[config.mk]
export PLATFORM = sky130hd
export DESIGN_NAME = cpu_flag_reg
export DESIGN_NICKNAME = d
export VERILOG_FILES = /design/src/rtl/flagreg_pkg.sv /design/src/rtl/sreg_flag_merge.sv /design/src/rtl/sreg_tbit.sv /design/src/rtl/sreg_ie_ctrl.sv /design/src/rtl/cpu_flag_reg.sv
export SDC_FILE = /design/constraint.sdc
export NUM_CORES = 1
export LEC_CHECK = 0
export BUFFER_PORTS_ARGS = -buffer_cell sky130_fd_sc_hd__clkbuf_2
export CAP_MARGIN = 15
export CORE_MARGIN = 3
export CORE_UTILIZATION = 33
export CTS_CLUSTER_SIZE = 12
export DETAILED_ROUTE_END_ITERATION = 8
export HOLD_SLACK_MARGIN = 0.06
export PLACE_DENSITY = 0.85
export SYNTH_ARGS = -nofsm -noshare
export SYNTH_HDL_FRONTEND = slang
export SYNTH_SLANG_ARGS = --single-unit
[constraint.sdc]
create_clock -name clk -period 1.3 [get_ports clk]
set_clock_uncertainty 0.1 [all_clocks]
set_input_delay 0.065 -clock clk [delete_from_list [all_inputs] [get_ports clk]]
set_output_delay 0.065 -clock clk [all_outputs]
set_load 0.02 [all_outputs]
[src/rtl/flagreg_pkg.sv]
package flagreg_pkg;
  localparam int SR_W = 8;
  localparam int FB_I = 7;
  localparam int FB_T = 6;
  localparam int FB_H = 5;
  localparam int FB_S = 4;
  localparam int FB_V = 3;
  localparam int FB_N = 2;
  localparam int FB_Z = 1;
  localparam int FB_C = 0;
  // condition flags an ALU mask may touch (S is always derived)
  localparam logic [SR_W-1:0] ALU_FLAGS = 8'b0010_1111;

  // force sign bit to negative xor overflow
  function automatic logic [SR_W-1:0] sign_fix(input logic [SR_W-1:0] v);
    logic [SR_W-1:0] o;
    o       = v;
    o[FB_S] = v[FB_N] ^ v[FB_V];
    return o;
  endfunction
endpackage

[src/rtl/sreg_flag_merge.sv]
module sreg_flag_merge
  import flagreg_pkg::*;
#(
  parameter int DATA_W = 8
) (
  input  logic [5:0]        cur,
  input  logic              alu_we,
  input  logic [SR_W-1:0]   alu_mask,
  input  logic [DATA_W-1:0] op_a,
  input  logic [DATA_W-1:0] op_b,
  input  logic [DATA_W-1:0] res,
  input  logic              cout,
  output logic [5:0]        merged,
  output logic              alu_evt
);
  localparam int MSB = DATA_W - 1;

  function automatic logic nib_carry(input logic a3, input logic b3, input logic r3);
    return (a3 & b3) | (a3 & ~r3) | (b3 & ~r3);
  endfunction

  function automatic logic sgn_ovf(input logic as, input logic bs, input logic rs);
    return (as & bs & ~rs) | (~as & ~bs & rs);
  endfunction

  logic [5:0] raw;
  logic [5:0] eff;

  always_comb begin
    raw       = '0;
    raw[FB_H] = nib_carry(op_a[3], op_b[3], res[3]);
    raw[FB_V] = sgn_ovf(op_a[MSB], op_b[MSB], res[MSB]);
    raw[FB_N] = res[MSB];
    raw[FB_Z] = ~|res;
    raw[FB_C] = cout;
  end

  assign eff     = alu_mask[5:0] & ALU_FLAGS[5:0] & {6{alu_we}};
  assign merged  = (cur & ~eff) | (raw & eff);
  assign alu_evt = alu_we & |eff;
endmodule

[src/rtl/sreg_tbit.sv]
module sreg_tbit #(
  parameter int DATA_W = 8,
  parameter int IDX_W  = $clog2(DATA_W)
) (
  input  logic              cur_t,
  input  logic              bst_en,
  input  logic [DATA_W-1:0] bst_src,
  input  logic [IDX_W-1:0]  bit_sel,
  input  logic [DATA_W-1:0] bld_dst,
  output logic              t_next,
  output logic [DATA_W-1:0] bld_res
);
  assign t_next = bst_en ? bst_src[bit_sel] : cur_t;

  for (genvar k = 0; k < DATA_W; k++) begin : g_ins
    assign bld_res[k] = (bit_sel == IDX_W'(k)) ? cur_t : bld_dst[k];
  end
endmodule

[src/rtl/sreg_ie_ctrl.sv]
module sreg_ie_ctrl (
  input  logic cur_i,
  input  logic sw_we,
  input  logic sw_i,
  input  logic reti,
  input  logic irq_take,
  input  logic irq_pending,
  output logic i_next,
  output logic irq_permit,
  output logic ev_take,
  output logic ev_ret
);
  assign ev_take = irq_take;
  assign ev_ret  = reti & ~irq_take & ~sw_we;

  always_comb begin
    i_next = cur_i;
    if (reti)     i_next = 1'b1;
    if (sw_we)    i_next = sw_i;
    if (irq_take) i_next = 1'b0;
  end

  assign irq_permit = cur_i & irq_pending;
endmodule

[src/rtl/cpu_flag_reg.sv]
module cpu_flag_reg
  import flagreg_pkg::*;
#(
  parameter int DATA_W = 8,
  parameter int IDX_W  = $clog2(DATA_W)
) (
  input  logic              clk,
  input  logic              rst_n,
  input  logic              alu_we,
  input  logic [SR_W-1:0]   alu_mask,
  input  logic [DATA_W-1:0] op_a,
  input  logic [DATA_W-1:0] op_b,
  input  logic [DATA_W-1:0] alu_res,
  input  logic              alu_cout,
  input  logic              sw_we,
  input  logic [SR_W-1:0]   sw_data,
  input  logic              bst_en,
  input  logic [DATA_W-1:0] bst_src,
  input  logic [IDX_W-1:0]  bit_sel,
  input  logic [DATA_W-1:0] bld_dst,
  input  logic              irq_take,
  input  logic              reti,
  input  logic              irq_pending,
  output logic [SR_W-1:0]   sreg_q,
  output logic              t_out,
  output logic [DATA_W-1:0] bld_res,
  output logic              irq_permit
);
  logic [SR_W-1:0] sr;
  logic [SR_W-1:0] body;
  logic [SR_W-1:0] sr_nxt;
  logic [5:0]      merged;
  logic            alu_evt;
  logic            t_next;
  logic            i_next;
  logic            ev_take;
  logic            ev_ret;
  logic            ev_bst;

  sreg_flag_merge #(.DATA_W(DATA_W)) u_merge (
    .cur      (sr[5:0]),
    .alu_we   (alu_we),
    .alu_mask (alu_mask),
    .op_a     (op_a),
    .op_b     (op_b),
    .res      (alu_res),
    .cout     (alu_cout),
    .merged   (merged),
    .alu_evt  (alu_evt)
  );

  sreg_tbit #(.DATA_W(DATA_W), .IDX_W(IDX_W)) u_tbit (
    .cur_t    (sr[FB_T]),
    .bst_en   (bst_en),
    .bst_src  (bst_src),
    .bit_sel  (bit_sel),
    .bld_dst  (bld_dst),
    .t_next   (t_next),
    .bld_res  (bld_res)
  );

  sreg_ie_ctrl u_ie (
    .cur_i       (sr[FB_I]),
    .sw_we       (sw_we),
    .sw_i        (sw_data[FB_I]),
    .reti        (reti),
    .irq_take    (irq_take),
    .irq_pending (irq_pending),
    .i_next      (i_next),
    .irq_permit  (irq_permit),
    .ev_take     (ev_take),
    .ev_ret      (ev_ret)
  );

  assign ev_bst = bst_en & ~sw_we;

  always_comb begin
    if (sw_we) body = sw_data;
    else       body = {sr[FB_I], t_next, merged};
    body[FB_I] = i_next;
    sr_nxt     = sign_fix(body);
  end

  always_ff @(posedge clk) begin
    if (!rst_n) sr <= '0;
    else        sr <= sr_nxt;
  end

  assign sreg_q = sr;
  assign t_out  = sr[FB_T];

  // stored sign always consistent
  p_sign_rule_r4: assert property (@(posedge clk) disable iff (!rst_n)
    sr[FB_S] == (sr[FB_N] ^ sr[FB_V]));

  // accepted interrupt leaves I clear
  p_take_clears_r6: assert property (@(posedge clk) disable iff (!rst_n)
    ev_take |=> !sr[FB_I]);

  // return sets I when not overridden
  p_ret_sets_r7: assert property (@(posedge clk) disable iff (!rst_n)
    ev_ret |=> sr[FB_I]);

  // software write lands on all non-derived, non-enable bits
  p_sw_load_r5: assert property (@(posedge clk) disable iff (!rst_n)
    sw_we |=> (sr[6:5] == $past(sw_data[6:5])) && (sr[3:0] == $past(sw_data[3:0])));

  // unmasked carry held through an ALU-only cycle
  p_mask_hold_r3: assert property (@(posedge clk) disable iff (!rst_n)
    (alu_we && !sw_we && !alu_mask[FB_C]) |=> $stable(sr[FB_C]));

  // bit-store reaches T
  p_bst_r8: assert property (@(posedge clk) disable iff (!rst_n)
    ev_bst |=> sr[FB_T] == $past(bst_src[bit_sel]));

  // permit never without master enable
  p_permit_r10: assert property (@(posedge clk) disable iff (!rst_n)
    irq_permit |-> sr[FB_I]);

  // an ALU-only cycle never moves I or T
  p_alu_it_r3: assert property (@(posedge clk) disable iff (!rst_n)
    (alu_evt && !sw_we && !bst_en && !reti && !irq_take) |=> $stable(sr[7:6]));
endmodule

==> metrics.log, run 1 <==
[metrics] library cells used by synthesis: 37
[metrics] Non-Filler Instances: 200
[metrics] Worst Max-Slew Pin Slew: 0.283 ns
[metrics] wire length reported by the detailed router: roughly 2800 um
[metrics] Netlist Area Pre-Place: 724 um^2
[metrics] Static Leak: 0.651 nW
[metrics] Max stage delay cell, worst path: sky130_fd_sc_hd__dfxtp_2
[metrics] startpoint of the most critical hold path: sw_data[3]
[metrics] worst-case vdd ir drop: ~490 uV
[metrics] worst-path maximum fanout: 2
[metrics] First-pass DRT Iterations: 4
[metrics] number of vias per cell after detailed routing: 4.98
[metrics] register bit total from synthesis: 8
[metrics] max incr delay on CP: 0.33 ns
[metrics] maximum number of pins on one net before global-route repair: 13
[metrics] vertical die dimension: 52.9 um
[metrics] post-synth top area cell: sky130_fd_sc_hd__dfxtp_1
[metrics] WHS Path Cells: 3
[metrics] top flip-flop cell by instance count after synthesis: sky130_fd_sc_hd__dfxtp_1
[metrics] clock latency of the later-clocked register in the worst-skew pair: ~0.25 ns
[metrics] share of the yosys chip area belonging to registers: 22.1%
[metrics] Final Hold Viols: 0
[metrics] effective utilization at floorplan: 35.8%
[metrics] Worst-path clk slew: 0.05 ns
[metrics] proportion of register bits with asynchronous set or reset after synthesis: 0%
[metrics] worst flop-to-flop path startpoint: sreg_q[2]$_SDFF_PN0_
[metrics] ratio of cells with drive above 1 in the final layout: a little over half
[metrics] antenna diode count: 0
[metrics] Tmin final: 1.23 ns
[metrics] critical path cell sequence: a21boi_2 -> o31ai_4 -> and2_1 -> mux2_4
[metrics] element type at the critical path start: flip-flop
[metrics] depth of the worst register-to-register path: 4
[metrics] overall track demand over capacity in global routing: 21.1%
[metrics] deepest clock path buffer count: 2
[metrics] CTS buffer count: 3
[metrics] Starting DRT DRC Count: 18
[metrics] grt ovf: 0
[metrics] total via count in the routed design: 995
[metrics] number of endpoints failing setup at the final stage: 0
[metrics] critical path required time: 1.34 ns
[metrics] Syn Inst Count: 85
[metrics] global-route wire length before repair: 4210 um
[metrics] post-layout instance area: approximately 1300 um^2
[metrics] via count of the first global-routing pass: roughly 1000
[metrics] power density over the cells: 643 nW/um^2
[metrics] fin crit share: 94.9%
[metrics] estimated wirelength of the detail-placed design: 1820 um
[metrics] DRC violation count after routing: 0
[metrics] synth top area cells: sky130_fd_sc_hd__dfxtp_1 22%, sky130_fd_sc_hd__mux2_2 12%, sky130_fd_sc_hd__nor2_1 4.7%
[metrics] data arrival time of the critical path: 1.27 ns
[metrics] Cells after DPL: between 150 and 200
[metrics] worst min-delay path class: input pin to flip-flop
[metrics] TritonCTS clock tree: done
[metrics] post-CTS setup-driven buffer insertion count: 0
[metrics] Worst Setup End Kind: flip-flop
[metrics] relative area change from synthesis to final layout: 81.5%
[metrics] number of enable-type register cells in the synthesized netlist: 0
[metrics] Post-Place Cell Area: 1080 um^2
[metrics] average cell area after synthesis: 8.52 um^2
[metrics] die width: 52.9 um
[metrics] leading cell types in the layout, fill and taps excluded: 68 x sky130_fd_sc_hd__clkbuf_2, 20 x sky130_fd_sc_hd__dlygate4sd3_1, 9 x sky130_fd_sc_hd__nor2_1
[metrics] total clock sinks: 8
[metrics] most common library cell in the layout ignoring fill and taps: sky130_fd_sc_hd__clkbuf_2
[metrics] Max-Slew Margin vs Limit: 81.2%
[metrics] post-route ant nets: 0
[metrics] # IOs: 86
[metrics] number of antenna violations at the first check in global routing: 0
[metrics] Setup TNS: 0 ns
[metrics] GPL Wtd Cong: 0.692
[metrics] worst setup path startpoint: sreg_q[2]$_SDFF_PN0_
[metrics] result of the run: finished, final reports clean
[metrics] core area: 2020 um^2
[metrics] die area: approximately 2800 um^2
[metrics] fin. max-slew vios: 0
[metrics] clock root cell: sky130_fd_sc_hd__clkbuf_4
[metrics] CP Class: flip-flop to flip-flop
[metrics] count of buffers inserted at the top-level ports: between 60 and 70
[metrics] H-tree levels: 1
[metrics] Yosys top cell area share: between 20% and 30%
[metrics] Core Util, Final: 65.0%
[metrics] post-route worst hold slack: 0.0195 ns
[metrics] achievable clock frequency: 811 MHz
[metrics] RSZ-0062 raised after global routing: false
[metrics] final-stage net count: approximately 240
[metrics] row cnt: 16
[metrics] reported max-cap violation count: 0
[metrics] cts-stage hold buffer count: 20
[metrics] number of nets produced by synthesis: about 150
[metrics] wire per inst: 13.8 um
[metrics] Yosys Warn Count: 0
[cells by family after synthesis]
family | count (synthesis) | share of synthesized area, %
multiplexers | 12 | 18.7
buffers and inverters | 9 | 8.81
flip-flops | 8 | 22.1
AO/OA/AOI/OAI | 16 | 19.9
AND/OR/NAND/NOR | 40 | 30.6
[what timing repair did]
| item | 4_1_cts | 5_1_grt |
|---|---|---|
| gates resized for setup | 1 | 2 |
| setup endpoints to repair | 3 | 1 |
| hold endpoints to repair | 6 | 1 |
| pin swaps | 0 | 2 |
[worst max-delay path, delay by kind of cell, from the launching register on]
kind / cells / cell delay [ns]
DFF: 1 / 0.33
muxes: 1 / 0.26
AOI/OAI and AO/OA: 2 / 0.28
and+or+nand+nor: 1 / 0.16
[synthesized netlist by cell type (all sizes together) (3+ instances only)]
| cell type | number |
|---|---|
| o21ai | 3 |
| mux2 | 9 |
| buf | 6 |
| nand2b | 3 |
| mux2i | 3 |
| dfxtp | 8 |
| and3 | 3 |
| nor3 | 3 |
| nand2 | 9 |
| nor2 | 10 |
[report_power, final]
part	switching [mW]	internal (mW)	leakage, nW	total [mW]
Sequential	0.0136	0.265	0.0670	0.278
Clock	0.0835	0.106	0.0138	0.189
Combinational	0.183	0.195	0.570	0.379
[cell type report]
| cell class | instances | area [um^2] |
|---|---|---|
| Clock buffer | 3 | 22.5 |
| Multi-Input combinational cell | 68 | 515 |
| Sequential cell | 8 | 163 |
| Inverter | 2 | 10.0 |
| Tap cell | 27 | 33.8 |
| Fill cell | 179 | 707 |
| Timing Repair Buffer | 92 | 571 |
[through the flow]
stage / total power, mW / worst slack, ns
final: 0.846 / 0.0667
after global routing: 0.902 / 0.00962
after CTS: 0.847 / 0.0491
after detailed placement: 0.605 / 0.0377
after global placement: 0.595 / 0.0660
after floorplan: 0.472 / 0.0199
[metal layers]
metal  track usage [%]  part of all wire (%)  vias to the layer above
li1                  -                     -                      485
met3              6.76                    11                        8
met5                 0                     0                        -
met1              19.8                    38                      437
met2              39.5                    48                       65
met4              11.9                   2.6                        0
[path summary, 6_finish.rpt]
kind,slack (ns),to
setup / recovery,0.07,sreg_q[4]$_SDFF_PN0_
setup reg to reg,0.07,sreg_q[4]$_SDFF_PN0_
hold reg to reg,0.39,flip-flop
hold / removal,0.02,sreg_q[3]$_SDFF_PN0_
No activity file was read; power rests on OpenSTA's default activity.
==> run 2: changes to the inputs <==
- CAP_MARGIN: 15 -> default
- CORE_UTILIZATION: 33 -> 34
- CTS_BUF_LIST: default -> sky130_fd_sc_hd__clkbuf_8
- PLACE_DENSITY: 0.85 -> 0.87
==> run 2 against run 1 <==
Compared with the run above:
- sequential power is essentially flat
- non-clock buffer count shrank 5
- critical path depth fell by 1
- design area down 3.4%
- routed wire length fell by 4.8%
- combinational power fell by 4%
- critical endpoint unchanged
- power increased by 11%
- clock power increased by 59%
- hold slack better by 0.015 ns
- sequential share of layout area grew 0.44 points
==> metrics.log, run 2 (synthesis results as in run 1) <==
[metrics] result of the run: finished, final reports clean
[metrics] Worst Max-Slew Pin Slew: 0.276 ns
[metrics] wire length reported by the detailed router: between 2000 and 3000 um
[metrics] worst-path maximum fanout: 2
[metrics] total via count in the routed design: ~980
[metrics] critical path required time: 1.31 ns
[metrics] number of vias per cell after detailed routing: slightly above 5
[metrics] post-route ant nets: 0
[metrics] Cells after DPL: 178
[metrics] via count of the first global-routing pass: 1035
[metrics] achievable clock frequency: 809 MHz
[metrics] leading cell types in the layout, fill and taps excluded: 69 x sky130_fd_sc_hd__clkbuf_2, 14 x sky130_fd_sc_hd__dlygate4sd3_1, 9 x sky130_fd_sc_hd__nor2_1
[metrics] Final Hold Viols: 0
[metrics] clock latency of the later-clocked register in the worst-skew pair: 0.23 ns
[metrics] GPL Wtd Cong: between 0.7 and 0.8
[metrics] H-tree levels: 1
[metrics] number of antenna violations at the first check in global routing: 0
[metrics] reported max-cap violation count: 0
[metrics] data arrival time of the critical path: 1.25 ns
[metrics] ratio of cells with drive above 1 in the final layout: 57.1%
[metrics] post-layout instance area: approximately 1300 um^2
[metrics] core area: 1980 um^2
[metrics] Worst-path clk slew: 0.04 ns
[metrics] Worst Setup End Kind: flip-flop
[metrics] Non-Filler Instances: slightly below 200
[metrics] effective utilization at floorplan: 36.6%
[metrics] Setup Slack @ Placement: 0.0249 ns
[metrics] Filler Cells Inserted: between 150 and 200
[metrics] wire per inst: 13.5 um
[metrics] First-pass DRT Iterations: 4
[metrics] die width: 52.2 um
[metrics] cts-stage hold buffer count: 14
[metrics] antenna diode count: 0
[metrics] TritonCTS clock tree: done
[metrics] reg2reg setup slack: 0.06 ns
[metrics] total clock sinks: 8
[metrics] fin. max-slew vios: 0
[metrics] count of buffers inserted at the top-level ports: 69
[metrics] Setup TNS: 0 ns
[metrics] # IOs: 86
[metrics] clock root cell: sky130_fd_sc_hd__clkbuf_8
[metrics] final-stage net count: between 200 and 250
[metrics] Max-Slew Margin vs Limit: 81.6%
[metrics] Starting DRT DRC Count: 17
[metrics] element type at the critical path start: flip-flop
[metrics] most common library cell in the layout ignoring fill and taps: sky130_fd_sc_hd__clkbuf_2
[metrics] overall track demand over capacity in global routing: 21.3%
[metrics] Tmin final: 1.24 ns
[metrics] number of endpoints failing setup at the final stage: 0
[metrics] fin crit share: 95.1%
[metrics] RSZ-0062 raised after global routing: false
[metrics] CP Class: flip-flop to flip-flop
[metrics] vertical die dimension: 52.2 um
[metrics] global-route wire length before repair: 4310 um
[metrics] Final Worst Setup Slack: 0.0637 ns
[metrics] power density over the cells: between 700 and 800 nW/um^2
[metrics] DRC violation count after routing: 0
[metrics] CTS buffer count: 3
[metrics] worst-case vdd ir drop: 469 uV
[metrics] die area: 2720 um^2
[metrics] worst min-delay path class: input pin to flip-flop
[metrics] Post-Place Cell Area: 1080 um^2
[metrics] relative area change from synthesis to final layout: 75.3%
[metrics] grt ovf: 0
[metrics] Static Leak: 0.636 nW
[metrics] deepest clock path buffer count: 2
[metrics] row cnt: 16
[metrics] estimated wirelength of the detail-placed design: roughly 1900 um
[metrics] maximum number of pins on one net before global-route repair: 13
## run 2: per-layer routing
| metal | vias to the layer above | part of all wire, % | GRT usage [%] | wire length (um) |
|---|---|---|---|---|
| met5 | - | 0 | 0 | 0 |
| met4 | 0 | 1.1 | 9.36 | 29 |
| met3 | 4 | 14 | 5.73 | 356 |
| met2 | 65 | 48 | 41.4 | 1260 |
| met1 | 439 | 38 | 20.3 | 988 |
| li1 | 474 | - | - | - |
## run 2: path summary, 6_finish.rpt
path | start | endpoint | cells past startpoint
max | sreg_q[3]$_SDFF_PN0_ | sreg_q[4]$_SDFF_PN0_ | 3
min | sw_data[3] | sreg_q[3]$_SDFF_PN0_ | 3
max reg2reg | sreg_q[3]$_SDFF_PN0_ | sreg_q[4]$_SDFF_PN0_ | 3
min reg2reg | flip-flop | flip-flop | 2
## run 2: stage by stage
| stage | hold slack [ns] | power (mW) | utilization, % |
|---|---|---|---|
| 2_1_floorplan | 0.0436 | 0.472 | - |
| 3_3_place_gp | 0.131 | 0.595 | 54.5 |
| 3_5_place_dp | 0.138 | 0.607 | 54.5 |
| 4_1_cts | 0.0274 | 0.948 | 63.7 |
| 5_1_grt | 0.0421 | 1.00 | 64.1 |
| 6_report | 0.0348 | 0.943 | 64.1 |
## run 2: worst max-delay path, stage by stage, from the launching register on
cell                       delay, ns
sky130_fd_sc_hd__dfxtp_1        0.31
sky130_fd_sc_hd__and3_4         0.17
sky130_fd_sc_hd__a221oi_4       0.22
sky130_fd_sc_hd__mux2_4         0.32
## run 2: timing repair
action | CTS | global route
endpoints found under the hold margin | 6 | 1
setup endpoints to repair | 0 | 9
gates resized for setup | 0 | 2
setup buffers | 0 | 0
## run 2: area by class of cell
cell class / count / area, um^2 / area share [%]
Inverter: 2 / 10.0 / 0.788
Tap cell: 27 / 33.8 / 2.66
Timing Repair Buffer: 87 / 515 / 40.6
Clock buffer: 3 / 41.3 / 3.25
Sequential cell: 8 / 163 / 12.8
Multi-Input combinational cell: 68 / 507 / 39.9
## run 2: report_power, final
group          total (mW)  switching, mW  internal, mW
clock               0.301          0.100         0.201
combinational       0.362          0.179         0.184
sequential          0.279         0.0136         0.266
